**config.mk**
```make
export PLATFORM = sky130hd
export DESIGN_NAME = sw_xbar
export DESIGN_NICKNAME = d
export VERILOG_FILES = /design/src/rtl/sw_pkg.sv /design/src/rtl/sw_regs.sv /design/src/rtl/sw_route_ctl.sv /design/src/rtl/sw_xbar.sv
export SDC_FILE = /design/constraint.sdc
export NUM_CORES = 1
export LEC_CHECK = 0
export CELL_PAD_IN_SITES_DETAIL_PLACEMENT = 1
export CELL_PAD_IN_SITES_GLOBAL_PLACEMENT = 1
export CORE_MARGIN = 5
export CORE_UTILIZATION = 35
export CTS_CLUSTER_SIZE = 25
export DETAILED_ROUTE_END_ITERATION = 10
export PLACE_DENSITY = 0.88
export SLEW_MARGIN = 20
export SYNTH_ARGS = -nofsm -noshare
export SYNTH_HDL_FRONTEND = slang
export SYNTH_SLANG_ARGS = --single-unit
```
**constraint.sdc**
```tcl
create_clock -name clk_i -period 5.8 [get_ports clk_i]
set_input_delay 0.87 -clock clk_i [delete_from_list [all_inputs] [get_ports clk_i]]
set_output_delay 0.87 -clock clk_i [all_outputs]
set_load 0.02 [all_outputs]
```
**src/rtl/sw_pkg.sv**
```systemverilog
package sw_pkg;
  localparam int MAX_PORTS = 16;
  localparam int IDX_W     = 4;

  typedef struct packed {
    logic             dis;
    logic [IDX_W-1:0] idx;
  } sel_t;

  localparam sel_t SEL_RST = '{dis: 1'b1, idx: '0};
endpackage

```
**src/rtl/sw_regs.sv**
```systemverilog
module sw_regs
  import sw_pkg::*;
#(
  parameter int NUM_OUT = 4,
  parameter int ADDR_W  = 8
) (
  input  logic                      clk_i,
  input  logic                      rst_ni,
  input  logic                      wr_i,
  input  logic [ADDR_W-1:0]         addr_i,
  input  logic [31:0]               wdata_i,
  output logic [31:0]               rdata_o,
  input  logic                      pend_any_i,
  output sel_t [NUM_OUT-1:0]        staged_o,
  output logic                      commit_o
);
  logic             is_ctrl, is_sel;
  logic [IDX_W-1:0] slot;
  logic             unused_bits;

  assign is_ctrl  = (addr_i == '0);
  assign is_sel   = (addr_i[ADDR_W-1:6] == (ADDR_W-6)'(1)) && (addr_i[1:0] == 2'b00);
  assign slot     = addr_i[5:2];
  assign commit_o = wr_i & is_ctrl & wdata_i[1];
  assign unused_bits = ^{wdata_i[30:4], wdata_i[0]};

  always_ff @(posedge clk_i or negedge rst_ni) begin
    if (!rst_ni) begin
      for (int i = 0; i < NUM_OUT; i++) staged_o[i] <= SEL_RST;
    end else begin
      for (int i = 0; i < NUM_OUT; i++)
        if (wr_i && is_sel && slot == IDX_W'(i))
          staged_o[i] <= '{dis: wdata_i[31], idx: wdata_i[IDX_W-1:0]};
    end
  end

  always_comb begin
    rdata_o = '0;
    if (is_ctrl) rdata_o[1] = pend_any_i;
    for (int i = 0; i < NUM_OUT; i++)
      if (is_sel && slot == IDX_W'(i))
        rdata_o = {staged_o[i].dis, 27'b0, staged_o[i].idx};
  end
endmodule

```
**src/rtl/sw_route_ctl.sv**
```systemverilog
module sw_route_ctl
  import sw_pkg::*;
#(
  parameter int NUM_IN = 4
) (
  input  logic             clk_i,
  input  logic             rst_ni,
  input  logic             commit_i,
  input  sel_t             staged_i,
  input  logic             hs_i,
  input  logic             last_i,
  output logic             act_en_o,
  output logic [IDX_W-1:0] act_idx_o,
  output logic             pend_o,
  output logic             busy_o
);
  sel_t act_q, nxt_q;
  logic apply;

  // safe point: idle with no beat now, or the beat now closes the packet
  assign apply = pend_o & (hs_i ? last_i : ~busy_o);

  always_ff @(posedge clk_i or negedge rst_ni) begin
    if (!rst_ni) begin
      act_q  <= SEL_RST;
      nxt_q  <= SEL_RST;
      pend_o <= 1'b0;
      busy_o <= 1'b0;
    end else begin
      if (commit_i) begin
        pend_o <= 1'b1;
        nxt_q  <= staged_i;
      end else if (apply) begin
        pend_o <= 1'b0;
      end
      if (apply) act_q <= nxt_q;
      if (hs_i) busy_o <= ~last_i;
    end
  end

  assign act_en_o  = ~act_q.dis && ({1'b0, act_q.idx} < 5'(NUM_IN));
  assign act_idx_o = act_q.idx;
endmodule

```
**src/rtl/sw_xbar.sv**
```systemverilog
module sw_xbar
  import sw_pkg::*;
#(
  parameter int NUM_IN     = 4,
  parameter int NUM_OUT    = 4,
  parameter int DATA_W     = 32,
  parameter int DEST_W     = 4,
  parameter int ADDR_W     = 8,
  parameter int ROUTE_MODE = 1
) (
  input  logic                      clk_i,
  input  logic                      rst_ni,
  input  logic                      reg_wr_i,
  input  logic [ADDR_W-1:0]         reg_addr_i,
  input  logic [31:0]               reg_wdata_i,
  output logic [31:0]               reg_rdata_o,
  input  logic [NUM_IN-1:0]         s_tvalid_i,
  output logic [NUM_IN-1:0]         s_tready_o,
  input  logic [NUM_IN*DATA_W-1:0]  s_tdata_i,
  input  logic [NUM_IN-1:0]         s_tlast_i,
  input  logic [NUM_IN*DEST_W-1:0]  s_tdest_i,
  output logic [NUM_OUT-1:0]        m_tvalid_o,
  input  logic [NUM_OUT-1:0]        m_tready_i,
  output logic [NUM_OUT*DATA_W-1:0] m_tdata_o,
  output logic [NUM_OUT-1:0]        m_tlast_o,
  output logic [NUM_OUT*DEST_W-1:0] m_tdest_o
);
  localparam int MAXP = MAX_PORTS;

  sel_t [NUM_OUT-1:0]            staged;
  logic                          commit;
  logic [NUM_OUT-1:0]            pend, busy, act_en, hs;
  logic [NUM_OUT-1:0][IDX_W-1:0] act_idx;

  // inputs padded to the full index range so a 4-bit select never runs off the end
  logic [MAXP-1:0]   sv_ext, sl_ext;
  logic [DATA_W-1:0] sd_ext [MAXP];
  logic [DEST_W-1:0] st_ext [MAXP];

  for (genvar j = 0; j < MAXP; j++) begin : g_ext
    if (j < NUM_IN) begin : g_real
      assign sv_ext[j] = s_tvalid_i[j];
      assign sl_ext[j] = s_tlast_i[j];
      assign sd_ext[j] = s_tdata_i[j*DATA_W +: DATA_W];
      assign st_ext[j] = s_tdest_i[j*DEST_W +: DEST_W];
    end else begin : g_pad
      assign sv_ext[j] = 1'b0;
      assign sl_ext[j] = 1'b0;
      assign sd_ext[j] = '0;
      assign st_ext[j] = '0;
    end
  end

  sw_regs #(.NUM_OUT(NUM_OUT), .ADDR_W(ADDR_W)) u_regs (
    .clk_i      (clk_i),
    .rst_ni     (rst_ni),
    .wr_i       (reg_wr_i),
    .addr_i     (reg_addr_i),
    .wdata_i    (reg_wdata_i),
    .rdata_o    (reg_rdata_o),
    .pend_any_i (|pend),
    .staged_o   (staged),
    .commit_o   (commit)
  );

  assign hs = m_tvalid_o & m_tready_i;

  for (genvar i = 0; i < NUM_OUT; i++) begin : g_rc
    sw_route_ctl #(.NUM_IN(NUM_IN)) u_rc (
      .clk_i     (clk_i),
      .rst_ni    (rst_ni),
      .commit_i  (commit),
      .staged_i  (staged[i]),
      .hs_i      (hs[i]),
      .last_i    (m_tlast_o[i]),
      .act_en_o  (act_en[i]),
      .act_idx_o (act_idx[i]),
      .pend_o    (pend[i]),
      .busy_o    (busy[i])
    );
  end

  if (ROUTE_MODE == 1) begin : g_reg_mode
    logic [MAXP-1:0] sr_ext;

    always_comb begin
      logic hit, rdy;
      for (int j = 0; j < MAXP; j++) begin
        hit = 1'b0;
        rdy = 1'b1;
        for (int i = 0; i < NUM_OUT; i++)
          if (act_en[i] && act_idx[i] == IDX_W'(j)) begin
            hit = 1'b1;
            rdy = rdy & m_tready_i[i];
          end
        sr_ext[j] = hit & rdy;
      end
    end

    assign s_tready_o = sr_ext[NUM_IN-1:0];

    for (genvar i = 0; i < NUM_OUT; i++) begin : g_out
      assign m_tvalid_o[i] = act_en[i] & sv_ext[act_idx[i]] & sr_ext[act_idx[i]];
      assign m_tdata_o[i*DATA_W +: DATA_W] = sd_ext[act_idx[i]];
      assign m_tlast_o[i] = sl_ext[act_idx[i]];
      assign m_tdest_o[i*DEST_W +: DEST_W] = st_ext[act_idx[i]];
    end
  end else begin : g_dest_mode
    logic [DEST_W-1:0] dest;
    logic              rdy0;

    assign dest = st_ext[0];

    always_comb begin
      rdy0 = 1'b1;
      for (int i = 0; i < NUM_OUT; i++)
        if (dest == DEST_W'(i)) rdy0 = m_tready_i[i];
    end

    assign s_tready_o = NUM_IN'(rdy0);

    for (genvar i = 0; i < NUM_OUT; i++) begin : g_out
      assign m_tvalid_o[i] = sv_ext[0] && (dest == DEST_W'(i));
      assign m_tdata_o[i*DATA_W +: DATA_W] = sd_ext[0];
      assign m_tlast_o[i] = sl_ext[0];
      assign m_tdest_o[i*DEST_W +: DEST_W] = dest;
    end
  end
endmodule

```
# Word level (Yosys, flattened, before mapping)
# Cells that the tools add are included.
totals:
  input_bits: 199
  out_inout_bits: 188
  elab_cells: 486
  ff_bits: 68
op_classes:
  reduce_logical: 90
  n_bitwise: 95
  magnitude_cmp: 12
  muxes: 193
  n_eq_ne: 64
op_table:
  columns: ["operator", "count"]
  rows:
  - ["binary-select mux 32 bit (select 4 bit)", 4]
  - ["2-to-1 mux 32 bit", 12]
  - ["2-to-1 mux 1 bit", 153]
  - ["== test 4 bit, second input constant", 32]
  - ["bitwise AND 1 bit", 78]
  - ["logical AND 1 bit", 78]
  - ["binary-select mux 4 bit (select 4 bit)", 4]
  - ["== test 4 x 3 -> 1 bit, second input constant", 16]
  - ["binary-select mux 1 bit (select 4 bit)", 12]
  - ["== test 4 x 2 -> 1 bit, second input constant", 10]
  - ["2-to-1 mux 4 bit", 8]
  - ["== test 4 x 1 -> 1 bit, second input constant", 5]
  - [">= comparator 5 bit, second input constant", 4]
  - ["zero test 4 bit", 5]
  - ["less-than comparator 4 x 5 -> 1 bit, second input constant", 4]
  - ["NOT 4 -> 5 bit", 4]
  - ["less-than comparator 4 x 3 -> 1 bit, second input constant", 4]
  - ["NOT 1 bit", 12]
  - ["zero test 8 bit", 1]
  - ["nonzero test 2 bit", 4]
  - ["bitwise AND 4 bit", 1]
  - ["OR reduction 4 bit", 1]
  - ["== test 2 x 1 -> 1 bit, second input constant", 1]
  - ["zero test 2 bit", 1]

# Depth between registers and ports, before layout
depth:
  word_depth: 19
  depth_mapped: 9
  mapped_depth_nobuf: 7

# Hierarchy
# A second synthesis with hierarchy kept.
unflattened:
  hier_cells: 672
  hier_area_um2: 8434.3
modules_own_cells:
  columns: ["module", "cells_per_inst", "seq_area_each_um2", "area_each_um2", "n_inst"]
  rows:
  - ["sw_xbar", 440, 0.0, 5158.7, 1]
  - ["sw_route_ctl", 33, 302.8, 501.7, 4]
  - ["sw_regs", 100, 505.5, 1268.7, 1]

# Least setup slack after synthesis
# OpenSTA, ideal clock, no wires.
synth_timing:
  path_type: "input-to-output"
  start: "input port reg_addr_i[0]"
  end: "output port reg_rdata_o[0]"
  path_slack_ps: 2951
  arrival_ps: 1979
  required_time_ps: 4930
  stages: 3
  path_buffers: 0
  path_cell_list: "or4_1 nor2_2 and3_1"
synth_between:
  elab_chain_cells: 7
  word_cells_on_any_way: 10
  cone_classes: "mux: 4; reduce/logical: 6"
synth_lines:
  columns: ["element", "line_no", "text"]
  rows:
  - ["start, declared", "sw_xbar.sv:14", "input logic [ADDR_W-1:0] reg_addr_i,"]
  - ["zero test 2 bit (*)", "sw_regs.sv:22", "assign is_sel = (addr_i[ADDR_W-1:6] == (ADDR_W-6)'(1)) && (addr_i[1:0] == 2'b00);"]
  - ["logical AND 1 bit (*)", "sw_regs.sv:22", null]
  - ["logical AND 1 bit", "sw_regs.sv:41", "if (is_sel && slot == IDX_W'(i))"]
  - ["2-to-1 mux 32 bit (3 in a row)", "sw_regs.sv:41", null]
  - ["2-to-1 mux 32 bit (*)", "sw_regs.sv:41", null]
  - ["end, declared", "sw_xbar.sv:16", "output logic [31:0] reg_rdata_o,"]
# Every way passes the cells marked *; elsewhere a longest branch is shown, timed or not.

# Worst setup path after layout
layout_timing:
  start: "input port m_tready_i[1]"
  end: "output port m_tvalid_o[3]"
layout_between:
  elab_chain_cells: 10
  word_cells_on_any_way: 115
  cone_classes: "mux: 50; bitwise: 65"
layout_lines:
  columns: ["element", "line_no", "text"]
  rows:
  - ["start, declared", "sw_xbar.sv:23", "input logic [NUM_OUT-1:0] m_tready_i,"]
  - ["bitwise AND 1 bit", "sw_xbar.sv:94", "rdy = rdy & m_tready_i[i];"]
  - ["2-to-1 mux 1 bit", "sw_xbar.sv:92", "if (act_en[i] && act_idx[i] == IDX_W'(j)) begin"]
  - ["bitwise AND 1 bit", "sw_xbar.sv:94", null]
  - ["2-to-1 mux 1 bit", "sw_xbar.sv:92", null]
  - ["bitwise AND 1 bit", "sw_xbar.sv:94", null]
  - ["2-to-1 mux 1 bit", "sw_xbar.sv:92", null]
  - ["bitwise AND 1 bit", "sw_xbar.sv:96", "sr_ext[j] = hit & rdy;"]
  - ["binary-select mux 1 bit (select 4 bit) (*)", "sw_xbar.sv:103", "assign m_tvalid_o[i] = act_en[i] & sv_ext[act_idx[i]] & sr_ext[act_idx[i]];"]
  - ["2-to-1 mux 1 bit (implied by the code) (*)", "sw_xbar.sv:103", null]
  - ["bitwise AND 1 bit (*)", "sw_xbar.sv:103", null]
  - ["end, declared", "sw_xbar.sv:22", "output logic [NUM_OUT-1:0] m_tvalid_o,"]
# Every way passes the cells marked *; elsewhere a longest branch is shown, timed or not. The select of a mux whose other input is x is not followed.

==> impl_metrics.env <==
export IMPL_run_status="complete, no violations"
export IMPL_report_final_hold_viol_count=0
export IMPL_numPortBuffers=332
export IMPL_drtAntennaViolNets=0
export IMPL_synth_sequential_area_ratio_pct=20.6
export IMPL_timing_critical_path_buf_inv=2
export IMPL_min_period_over_period_pct=70.2
export IMPL_crit_arrival_ns=3.20
export IMPL_htree_num_levels=3
export IMPL_core_area_sq_um=23400
export IMPL_largest_net_degree_at_the_start_of_global_routing=69
export IMPL_track_usage_pct=24.9
export IMPL_grt_overflow_total=0
export IMPL_cp_num_cells=7
export IMPL_finalWirelength_um=35000
export IMPL_drv_max_cap_violation_count=0
export IMPL_proportion_of_layout_cells_with_a_drive_suffix_above_1_pct=31.6
export IMPL_synth_yosys_warnings=0
export IMPL_fp_row_count=56
export IMPL_vias_in_the_first_global_route=7694
export IMPL_mappedNetlistArea_sq_um=8320
export IMPL_worstPathCellList="clkdlybuf4s50_1 > nor4_4 > a22oi_1 > o211ai_2 > a22oi_1 > and3_1 > clkdlybuf4s50_1"
export IMPL_crit_family="buffers and inverters"
export IMPL_cts_buffer_depth=2
export IMPL_worstHoldPathCells=1
export IMPL_netlist_area_leader_share_pct=42.5
export IMPL_dp_hpwl_um=26600
export IMPL_gp_routability_congestion=0.861
export IMPL_antenna_found_initial=9
export IMPL_finClkSkew_ns=0.00628
export IMPL_worst_path_largest_cell_delay_ns=0.68
export IMPL_timing_final_ws_setup_ns=1.73
export IMPL_power_ir_vdd_worst_mv=0.179
export IMPL_share_of_synthesized_flip_flops_with_an_asynchronous_set_or_reset_pct=100
export IMPL_place_ws_ns=1.72
export IMPL_fill_cells=2446
export IMPL_grt_pass1_wl_um=49900
export IMPL_cts_hold_repair_buffers=0
export IMPL_vias=7176
export IMPL_worstPathRequired_ns=4.93
export IMPL_cp_end_kind="output pin"
export IMPL_timing_hold_worst_class="reg -> reg"
export IMPL_cts_post_setup_buffers_inserted=0
export IMPL_synth_area_per_cell_sq_um=13.0
export IMPL_reg_clk_slew_reported_paths_ns=0.05
export IMPL_period_minus_slack_ns=4.07
export IMPL_fp_dieArea_sq_um=26900
export IMPL_post_synth_main_area_contributors="mux4_2 (43%), dfrtp_1 (17%), nor2b_1 (12%)"
export IMPL_synth_seq_cells=68
export IMPL_max_slew_margin_rel_pct=30.7
export IMPL_clk_root_buffer_cell="clkbuf_16"
export IMPL_final_max_slew_viol_count=0
export IMPL_initial_utilization_pct=35.5
export IMPL_drt_first_iter_violations=488
export IMPL_synth_most_common_cell="mux4_2"
export IMPL_post_synth_num_cell_types=40
export IMPL_cts_resized=0
export IMPL_fmaxAchievable_ghz=0.246
export IMPL_setup_viol_count_final=0
export IMPL_detail_route_first_pass_iterations=4
export IMPL_commonest_cells_post_synth="mux4_2 (157), nor2b_1 (155), dfrtp_1 (56)"
export IMPL_finalSetupTns_ns=0
export IMPL_start_kind="input pin"
export IMPL_fin_nets=1130
export IMPL_post_route_drc_count=0
export IMPL_tritoncts_num_buffers=9
export IMPL_worst_slew_pin_slew_ns=1.04
export IMPL_leakage_nw=4.43
export IMPL_timing_critical_path_fanout_max=5
export IMPL_ioPinCount=387
export IMPL_power_density_nw_per_um2=134
export IMPL_floorplan_die_width_um=164
export IMPL_die_y_um=164
export IMPL_crit_path_top_delay_cell="clkdlybuf4s50_1"
export IMPL_unrepaired_setup_endpoints_after_global_routing="false"
export IMPL_detail_route_vias_per_cell=5.68
export IMPL_synth_main_ff_cell="dfrtp_1"
export IMPL_tritoncts="yes"
export IMPL_synth_largest_area_cell="mux4_2"
export IMPL_cts_sinks=68
export IMPL_netlist_instances=642
export IMPL_clock_insertion_delay_worst_skew_ns=0.32
export IMPL_reg2reg_depth=7
export IMPL_synth_edff_count=0
export IMPL_flow_area_growth_from_synthesis_pct=44.8
export IMPL_critical_path_class="in -> out"
export IMPL_avgRoutedWirePerCell_um=27.7
-- sequential cells by signal, summed over array words and instances (netlist names) --
register             count
g_rc.u_rc.act_idx_o     16
g_rc.u_rc.nxt_q         20
g_rc.u_rc.busy_o         4
g_rc.u_rc.pend_o         4
u_regs.staged_o         20
g_rc.u_rc.act_q          4
-- layer usage --
| layer | vias to the layer above | wire length (um) | global-route usage, % |
|---|---|---|---|
| met5 | - | 0 | 0 |
| met4 | 0 | 1360 | 10.4 |
| met3 | 65 | 2840 | 4.79 |
| met2 | 341 | 18000 | 43.5 |
| met1 | 3718 | 12800 | 30.2 |
| li1 | 3052 | - | - |
-- cells by family after synthesis --
group,count (synthesis),synth area share (%)
muxes,225,52.6
other,1,0.0451
AOI/OAI and AO/OA,32,3.42
and+or+nand+nor,214,16.5
buffers and inverters,102,6.85
DFF,68,20.6
-- final timing paths --
| check | start | to | slack, ns |
|---|---|---|---|
| setup / recovery | m_tready_i[1] | m_tvalid_o[3] | 1.73 |
| hold / removal | g_rc[3].u_rc.nxt_q[3] | g_rc[3].u_rc.act_idx_o[3] | 0.51 |
| setup reg to reg | g_rc[1].u_rc.act_idx_o[0] | g_rc[3].u_rc.act_idx_o[1] | 2.68 |
| hold reg to reg | g_rc[3].u_rc.nxt_q[3] | g_rc[3].u_rc.act_idx_o[3] | 0.51 |
| max in group asynchronous | rst_ni | g_rc[3].u_rc.act_idx_o[0] | 4.46 |
| min in group asynchronous | rst_ni | u_regs.staged_o[16] | 0.72 |
-- power by group --
group / total (mW) / internal [mW] / leakage (nW) / switching [mW]
sequential: 0.499 / 0.490 / 0.878 / 0.00901
combinational: 0.538 / 0.299 / 3.39 / 0.239
clock: 0.582 / 0.387 / 0.153 / 0.194
total: 1.62 / 1.18 / 4.43 / 0.442
-- layout by cell type, fill, tap and decap left out, types with 2 or more instances in the layout --
master             n
mux2_4            11
dfstp_2           12
nor4_1             2
or2_2              4
clkdlybuf4s50_1  331
mux2i_4            3
a22o_1             9
nand3_1            3
mux2_2            50
a32o_2             2
clkbuf_1           2
nand3_2            4
inv_1             12
nor3_2             5
a22oi_1           10
nor2_1             5
dfrtp_2            7
nor2b_1          155
bufinv_16          2
a21oi_1            5
nor4_2             4
mux4_2           157
nand2_1           18
buf_4             10
diode_2            9
dfrtp_1           48
mux2i_1            4
clkbuf_16          9
conb_1            27
o211ai_2           3
and3_1             5
-- metrics by stage --
step,power (mW),hold slack [ns],utilization (%),instances,area [sq um]
3_3_place_gp,1.03,0.484,50.0,1239,11700
3_5_place_dp,1.04,0.496,50.0,1239,11700
6_report,1.62,0.507,51.5,1264,12000
4_1_cts,1.63,0.508,51.3,1255,12000
5_1_grt,1.68,0.513,51.5,1264,12000
2_1_floorplan,0.749,0.474,-,668,8410
-- cell type report --
| class | instances | area, sq um | area share (%) |
|---|---|---|---|
| diodes | 9 | 22.5 | 0.187 |
| clock buffers | 12 | 246 | 2.05 |
| clock inverters | 4 | 72.6 | 0.603 |
| inverters | 12 | 45.0 | 0.374 |
| multi-input cells | 498 | 6130 | 50.9 |
| flip-flops and latches | 68 | 1730 | 14.4 |
| well taps | 319 | 399 | 3.31 |
| repair buffers | 342 | 3390 | 28.2 |
No activity file was read; power rests on OpenSTA's default activity.
